==> src/rtl/esc_trk_pkg.sv <==
package esc_trk_pkg;

    typedef enum logic [1:0] {
        QS_IDLE  = 2'b00,
        QS_FIRST = 2'b01,
        QS_FLUSH = 2'b10,
        QS_NEXT  = 2'b11
    } qstat_e;

    typedef enum logic [1:0] {
        CAP_OFF  = 2'd0,
        CAP_ADDR = 2'd1,
        CAP_DATA = 2'd2
    } cap_e;

    typedef enum logic {
        DEC_IDLE  = 1'b0,
        DEC_MODRM = 1'b1
    } dec_e;

    localparam logic [4:0] ESC_TOP = 5'b11011;

    function automatic logic is_esc(input logic [7:0] b);
        return b[7:3] == ESC_TOP;
    endfunction

    function automatic logic mem_form(input logic [7:0] m);
        return m[7:6] != 2'b11;
    endfunction

endpackage

==> src/rtl/esc_bus_latch.sv <==
module esc_bus_latch (
    input  logic clk,
    input  logic rst,
    input  logic addr_phase,
    input  logic data_phase,
    input  logic cyc_read,
    input  logic cyc_fetch,
    output logic ev_fetch_push,
    output logic ev_dummy_addr,
    output logic ev_dummy_data
);
    typedef struct packed {
        logic rd;
        logic fetch;
    } lat_t;

    lat_t lat_d, lat_q;

    always_comb begin
        lat_d = lat_q;
        if (addr_phase) begin
            lat_d.rd    = cyc_read;
            lat_d.fetch = cyc_fetch;
        end
    end

    always_ff @(posedge clk) begin
        if (rst) lat_q <= '0;
        else     lat_q <= lat_d;
    end

    // data phase is judged by the type recorded in the earlier address phase
    assign ev_fetch_push = data_phase & lat_q.rd & lat_q.fetch;
    assign ev_dummy_data = data_phase & lat_q.rd & ~lat_q.fetch;
    assign ev_dummy_addr = addr_phase & cyc_read & ~cyc_fetch;
endmodule

==> src/rtl/esc_shadow_queue.sv <==
module esc_shadow_queue #(
    parameter  int DEPTH = 6,
    parameter  int BW    = 8,
    localparam int CW    = $clog2(DEPTH + 1)
) (
    input  logic          clk,
    input  logic          rst,
    input  logic          flush,
    input  logic          push,
    input  logic [BW-1:0] push_data,
    input  logic          pop,
    output logic [BW-1:0] head,
    output logic          empty,
    output logic [CW-1:0] count,
    output logic          overflow
);
    localparam int PW = (DEPTH > 1) ? $clog2(DEPTH) : 1;

    typedef struct packed {
        logic [DEPTH-1:0][BW-1:0] mem;
        logic [PW-1:0]            rd;
        logic [PW-1:0]            wr;
        logic [CW-1:0]            cnt;
        logic                     ovf;
    } qst_t;

    qst_t q_d, q_q;
    logic pop_ok, push_ok;
    logic [DEPTH-1:0] we;

    function automatic logic [PW-1:0] nxt(input logic [PW-1:0] p);
        return (p == PW'(DEPTH - 1)) ? '0 : p + 1'b1;
    endfunction

    assign pop_ok  = pop && (q_q.cnt != '0);
    assign push_ok = push && ((q_q.cnt != CW'(DEPTH)) || pop_ok) && !flush;

    for (genvar g = 0; g < DEPTH; g++) begin : g_we
        assign we[g] = push_ok && (q_q.wr == PW'(g));
    end

    always_comb begin
        q_d = q_q;
        for (int i = 0; i < DEPTH; i++) begin
            if (we[i]) q_d.mem[i] = push_data;
        end
        if (flush) begin
            q_d.rd  = '0;
            q_d.wr  = '0;
            q_d.cnt = '0;
        end else begin
            if (pop_ok)  q_d.rd = nxt(q_q.rd);
            if (push_ok) q_d.wr = nxt(q_q.wr);
            else if (push) q_d.ovf = 1'b1;
            q_d.cnt = q_q.cnt + CW'(push_ok) - CW'(pop_ok);
        end
    end

    always_ff @(posedge clk) begin
        if (rst) q_q <= '0;
        else     q_q <= q_d;
    end

    always_comb begin
        head = '0;
        for (int i = 0; i < DEPTH; i++) begin
            if (q_q.rd == PW'(i)) head = q_q.mem[i];
        end
    end

    assign empty    = (q_q.cnt == '0);
    assign count    = q_q.cnt;
    assign overflow = q_q.ovf;
endmodule

==> src/rtl/esc_decoder.sv <==
module esc_decoder
    import esc_trk_pkg::*;
#(
    parameter int AW = 16
) (
    input  logic          clk,
    input  logic          rst,
    input  logic [1:0]    q_status,
    input  logic [7:0]    head,
    input  logic          q_empty,
    input  logic          ev_dummy_addr,
    input  logic          ev_dummy_data,
    input  logic [AW-1:0] bus_ad,
    output logic          q_pop,
    output logic          q_flush,
    output logic          insn_stb,
    output logic [7:0]    insn_opcode,
    output logic [7:0]    insn_modrm,
    output logic          insn_has_mem,
    output logic          addr_stb,
    output logic [AW-1:0] op_addr,
    output logic          data_stb,
    output logic [AW-1:0] op_data
);
    typedef struct packed {
        dec_e          st;
        logic [7:0]    pend_op;
        logic [7:0]    opc;
        logic [7:0]    modrm;
        logic          has_mem;
        logic          istb;
        cap_e          cap;
        logic [AW-1:0] addr;
        logic [AW-1:0] data;
        logic          astb;
        logic          dstb;
    } dst_t;

    dst_t s_d, s_q;
    qstat_e qs;
    logic take;

    assign qs      = qstat_e'(q_status);
    assign take    = ((qs == QS_FIRST) || (qs == QS_NEXT)) && !q_empty;
    assign q_pop   = take;
    assign q_flush = (qs == QS_FLUSH);

    always_comb begin
        s_d      = s_q;
        s_d.istb = 1'b0;
        s_d.astb = 1'b0;
        s_d.dstb = 1'b0;

        // dummy-read capture, using the arming state held before this edge
        if (s_q.cap == CAP_ADDR && ev_dummy_addr) begin
            s_d.addr = bus_ad;
            s_d.astb = 1'b1;
            s_d.cap  = CAP_DATA;
        end else if (s_q.cap == CAP_DATA && ev_dummy_data) begin
            s_d.data = bus_ad;
            s_d.dstb = 1'b1;
            s_d.cap  = CAP_OFF;
        end

        unique case (qs)
            QS_FLUSH: s_d.st = DEC_IDLE;
            QS_FIRST: begin
                if (take && is_esc(head)) begin
                    s_d.st      = DEC_MODRM;
                    s_d.pend_op = head;
                end else begin
                    s_d.st = DEC_IDLE;
                end
            end
            QS_NEXT: begin
                if (take && s_q.st == DEC_MODRM) begin
                    s_d.opc     = s_q.pend_op;
                    s_d.modrm   = head;
                    s_d.has_mem = mem_form(head);
                    s_d.istb    = 1'b1;
                    s_d.cap     = mem_form(head) ? CAP_ADDR : CAP_OFF;
                    s_d.st      = DEC_IDLE;
                end
            end
            default: ;
        endcase
    end

    always_ff @(posedge clk) begin
        if (rst) s_q <= '0;
        else     s_q <= s_d;
    end

    assign insn_stb     = s_q.istb;
    assign insn_opcode  = s_q.opc;
    assign insn_modrm   = s_q.modrm;
    assign insn_has_mem = s_q.has_mem;
    assign addr_stb     = s_q.astb;
    assign op_addr      = s_q.addr;
    assign data_stb     = s_q.dstb;
    assign op_data      = s_q.data;
endmodule

==> src/rtl/esc_stream_tracker.sv <==
module esc_stream_tracker #(
    parameter int AW    = 16,
    parameter int DEPTH = 6
) (
    input  logic          clk,
    input  logic          rst,
    input  logic [AW-1:0] bus_ad,
    input  logic          addr_phase,
    input  logic          data_phase,
    input  logic          cyc_read,
    input  logic          cyc_fetch,
    input  logic [1:0]    q_status,
    output logic          insn_stb,
    output logic [7:0]    insn_opcode,
    output logic [7:0]    insn_modrm,
    output logic          insn_has_mem,
    output logic          addr_stb,
    output logic [AW-1:0] op_addr,
    output logic          data_stb,
    output logic [AW-1:0] op_data,
    output logic          ovf_err
);
    localparam int CW = $clog2(DEPTH + 1);

    logic          ev_fetch_push, ev_dummy_addr, ev_dummy_data;
    logic          sq_pop, sq_flush, sq_empty;
    logic [7:0]    sq_head;
    logic [CW-1:0] sq_count;

    esc_bus_latch u_latch (
        .clk           (clk),
        .rst           (rst),
        .addr_phase    (addr_phase),
        .data_phase    (data_phase),
        .cyc_read      (cyc_read),
        .cyc_fetch     (cyc_fetch),
        .ev_fetch_push (ev_fetch_push),
        .ev_dummy_addr (ev_dummy_addr),
        .ev_dummy_data (ev_dummy_data)
    );

    esc_shadow_queue #(.DEPTH(DEPTH), .BW(8)) u_queue (
        .clk       (clk),
        .rst       (rst),
        .flush     (sq_flush),
        .push      (ev_fetch_push),
        .push_data (bus_ad[7:0]),
        .pop       (sq_pop),
        .head      (sq_head),
        .empty     (sq_empty),
        .count     (sq_count),
        .overflow  (ovf_err)
    );

    esc_decoder #(.AW(AW)) u_dec (
        .clk           (clk),
        .rst           (rst),
        .q_status      (q_status),
        .head          (sq_head),
        .q_empty       (sq_empty),
        .ev_dummy_addr (ev_dummy_addr),
        .ev_dummy_data (ev_dummy_data),
        .bus_ad        (bus_ad),
        .q_pop         (sq_pop),
        .q_flush       (sq_flush),
        .insn_stb      (insn_stb),
        .insn_opcode   (insn_opcode),
        .insn_modrm    (insn_modrm),
        .insn_has_mem  (insn_has_mem),
        .addr_stb      (addr_stb),
        .op_addr       (op_addr),
        .data_stb      (data_stb),
        .op_data       (op_data)
    );
endmodule

==> config.mk <==
export PLATFORM = sky130hd
export DESIGN_NAME = esc_stream_tracker
export DESIGN_NICKNAME = d
export VERILOG_FILES = /design/src/rtl/esc_trk_pkg.sv /design/src/rtl/esc_bus_latch.sv /design/src/rtl/esc_shadow_queue.sv /design/src/rtl/esc_decoder.sv /design/src/rtl/esc_stream_tracker.sv
export SDC_FILE = /design/constraint.sdc
export NUM_CORES = 1
export LEC_CHECK = 0
export ABC_CLOCK_PERIOD_IN_PS = 2800
export BUFFER_PORTS_ARGS = -buffer_cell sky130_fd_sc_hd__clkbuf_2
export CAP_MARGIN = 20
export CORE_MARGIN = 5
export CORE_UTILIZATION = 40
export CTS_CLUSTER_SIZE = 24
export DETAILED_ROUTE_END_ITERATION = 10
export PLACE_DENSITY = 0.67
export SLEW_MARGIN = 20
export SYNTH_ARGS = -nofsm -noshare
export SYNTH_HDL_FRONTEND = slang
export SYNTH_SLANG_ARGS = --single-unit
==> constraint.sdc <==
create_clock -name clk -period 2.8 [get_ports clk]
set_input_delay 0.56 -clock clk [delete_from_list [all_inputs] [get_ports clk]]
set_output_delay 0.56 -clock clk [all_outputs]
set_load 0.01 [all_outputs]
==> metrics.txt <==
Post-Layout Cell Count 831; clock root buffer clkbuf_16; Inst Count DP 799; Power Density 698 nW/um^2; via count 4220; # port buffers 76; startpoint type of the worst setup path register; vias in the first global route 4057; Reg clk slew, reported paths 0.05 ns; TNS Setup 0 ns; Synth top cells by count dfxtp_1 (123), nand2_1 (108), a21oi_1 (71), nor2_1 (61), buf_4 (53); final count of pins violating max slew 0; Worst path slowest cell o31ai_2; Die ar. 15900 um^2; initial DRC count 236; final hold violation count 0; Top FF cell, synth dfxtp_1; routed wire length 12.5 mm; worst-margin pin slew 0.733 ns; RSZ-0062 raised after global routing no; Rel. slew slack 51.2%; Post-CTS Resized 0; Max Clock Freq 0.427 GHz; crit path kind reg2reg; layout cell share with drive strength beyond 1 20.9%; register area share after synthesis 45.7%; most frequent cell after synthesis dfxtp_1; Synth Register Bits 123; cts hold-fix bufs 0; worst skew pair latency 0.41 ns; Antenna Violating Nets Remaining 0; Worst Clk Skew 0.0108 ns; Yosys top cell by area dfxtp_1; Initial Util 40.7%; fin area 6130 um^2; Peak VDD IR 0.418 mV; WP data arrival 2.62 ns; antenna violations before repair 0; status completed; first-pass GRT wire length 20.3 mm; grt total ovfl 0; Max clock buf depth 2; H-tree Lvls 4; max_cap viols 0; Min-Delay Path Class in2reg; CTS tree done; fillcell total 1281; Rows 42; Final nets 671; Post-synth EDFFs 0; CP cell instances o31ai_2 > inv_2 > ha_1 > inv_1 > ha_1 > fa_1 > xnor2_1 > xnor2_1 > nor2_1; Setup crit end kind register; GP Congestion 0.855; mapped cell area 5390 um^2; syn avg cell area 8.58 um^2; Area Growth Syn to Fin 13.6%; Synth async-reset ratio 0%; syn_nets 657; Synth cell types 49; Post-CTS Setup Bufs 0; leakage power 2.50 nW; Pre-antenna DRT Iters 5; die height 126 um; Max stage delay on crit path 0.48 ns; crit path max fanout 5; Final WS setup 0.459 ns; cell family with most CP delay adder cells; largest net degree at the start of global routing 78; Final setup viols 0; per-cell routed wire length 15.0 um; post-synth top area share 45.7%; Sink Count 123; total CTS buffers 17; Tcrit/Tclk final 83.6%; required time worst endpoint 3.07 ns; die width 126 um; DP Area 5540 um^2; hold slack final 0.386 ns; Top-Level Pins 77; CORE AREA 13200 um^2; post-route DRC violation count 0; Syn Inst Count 628; HPWL reported at the end of detailed placement 8.64 mm; ant diodes 0; Vias/cell 5.08; minimum clock period 2.34 ns; top post-synthesis cells by area dfxtp_1 (46%), mux2i_1 (8.4%), nand2_1 (7.5%), buf_4 (7.4%), a21oi_1 (6.6%); Warnings, synthesis 0; Buf+Inv Stages, Crit Path 2; overall global routing resource usage 15.8%; pre-CTS setup slack 0.442 ns
[logic make-up after synthesis]
family          after synthesis  synth area share, %
flops                       123                 45.7
buf+inv                     109                 11.7
mux                          45                 8.36
fa+ha+maj                     5                 1.30
xor+xnor                      5                0.812
compound gates              111                 12.9
simple gates                230                 19.2
[metal layers]
| metal | track usage, % | wire length, um |
|---|---|---|
| met1 | 19.4 | 5530 |
| met4 | 7.07 | 282 |
| met3 | 4.87 | 686 |
| met5 | 0 | 0 |
| met2 | 25.5 | 5990 |
[area by class of cell]
cell class | count | area, um^2 | share of cell area (%)
clock inverter | 11 | 118 | 1.92
inverter | 13 | 48.8 | 0.797
tap | 176 | 220 | 3.59
clock buffer | 21 | 470 | 7.68
timing repair buffer | 91 | 508 | 8.29
multi-input combinational | 396 | 2300 | 37.5
sequential | 123 | 2460 | 40.2
[worst min-delay path: cells and delay by family]
family | cells | cell delay (ns)
AND/OR/NAND/NOR | 1 | 0.05
buffers and inverters | 1 | 0.09
AO/OA/AOI/OAI | 1 | 0.05
[report_power, final]
| part | leakage (nW) | total (W) | internal [W] | switching [W] |
|---|---|---|---|---|
| Combinational | 1.22 | 0.000340 | 0.000131 | 0.000209 |
| Sequential | 0.991 | 0.00180 | 0.00178 | 0.0000241 |
| Clock | 0.289 | 0.00213 | 0.00137 | 0.000758 |
[layout by cell type, fill, tap and decap left out, drive strengths merged, types with 2 or more instances in the layout]
master,netlist,final
and3,4,4
o2bb2ai,3,3
nor3,3,3
clkinv,0,6
nand3,23,23
and3b,2,2
dfxtp,123,123
a211oi,11,11
a22oi,3,3
o21ai,5,5
clkinvlp,0,2
nand2b,8,8
clkbuf,36,96
a21oi,71,71
nand3b,2,2
a2bb2oi,3,3
ha,4,4
nor2b,6,6
nand2,109,109
a211o,4,4
inv,13,14
xnor2,5,5
and2,4,4
mux2i,45,45
bufinv,0,2
o221a,3,3
a31oi,2,2
buf,60,16
nor2,63,63
[per-stage QoR]
step / utilization [%] / power [W]
4_1_cts: 46.3 / 0.00431
6_report: 46.3 / 0.00428
3_5_place_dp: 41.8 / 0.00218
2_1_floorplan: - / 0.00209
5_1_grt: 46.3 / 0.00444
3_3_place_gp: 41.8 / 0.00217
[sequential cells by signal (all words and copies together) (netlist names)]
register            cells
u_latch.lat_q           2
u_queue.q_q            54
u_dec.op_addr          16
u_queue.overflow        1
u_dec.data_stb          1
u_dec.addr_stb          1
u_dec.insn_has_mem      1
u_dec.insn_stb          1
u_dec.op_data          16
u_dec.insn_modrm        8
u_dec.s_q              11
u_queue.count           3
u_dec.insn_opcode       8
[path summary, 6_finish.rpt]
check / startpoint / to / slack (ns) / cells after the start
setup / recovery: u_queue.count[2] / u_queue.count[2] / 0.46 / 9
hold / removal: bus_ad[13] / u_dec.op_addr[13] / 0.39 / 3
setup reg to reg: u_queue.count[2] / u_queue.count[2] / 0.46 / 9
hold reg to reg: u_dec.op_addr[14] / u_dec.op_addr[14] / 0.45 / 2
(Power assumes the default switching activity.)
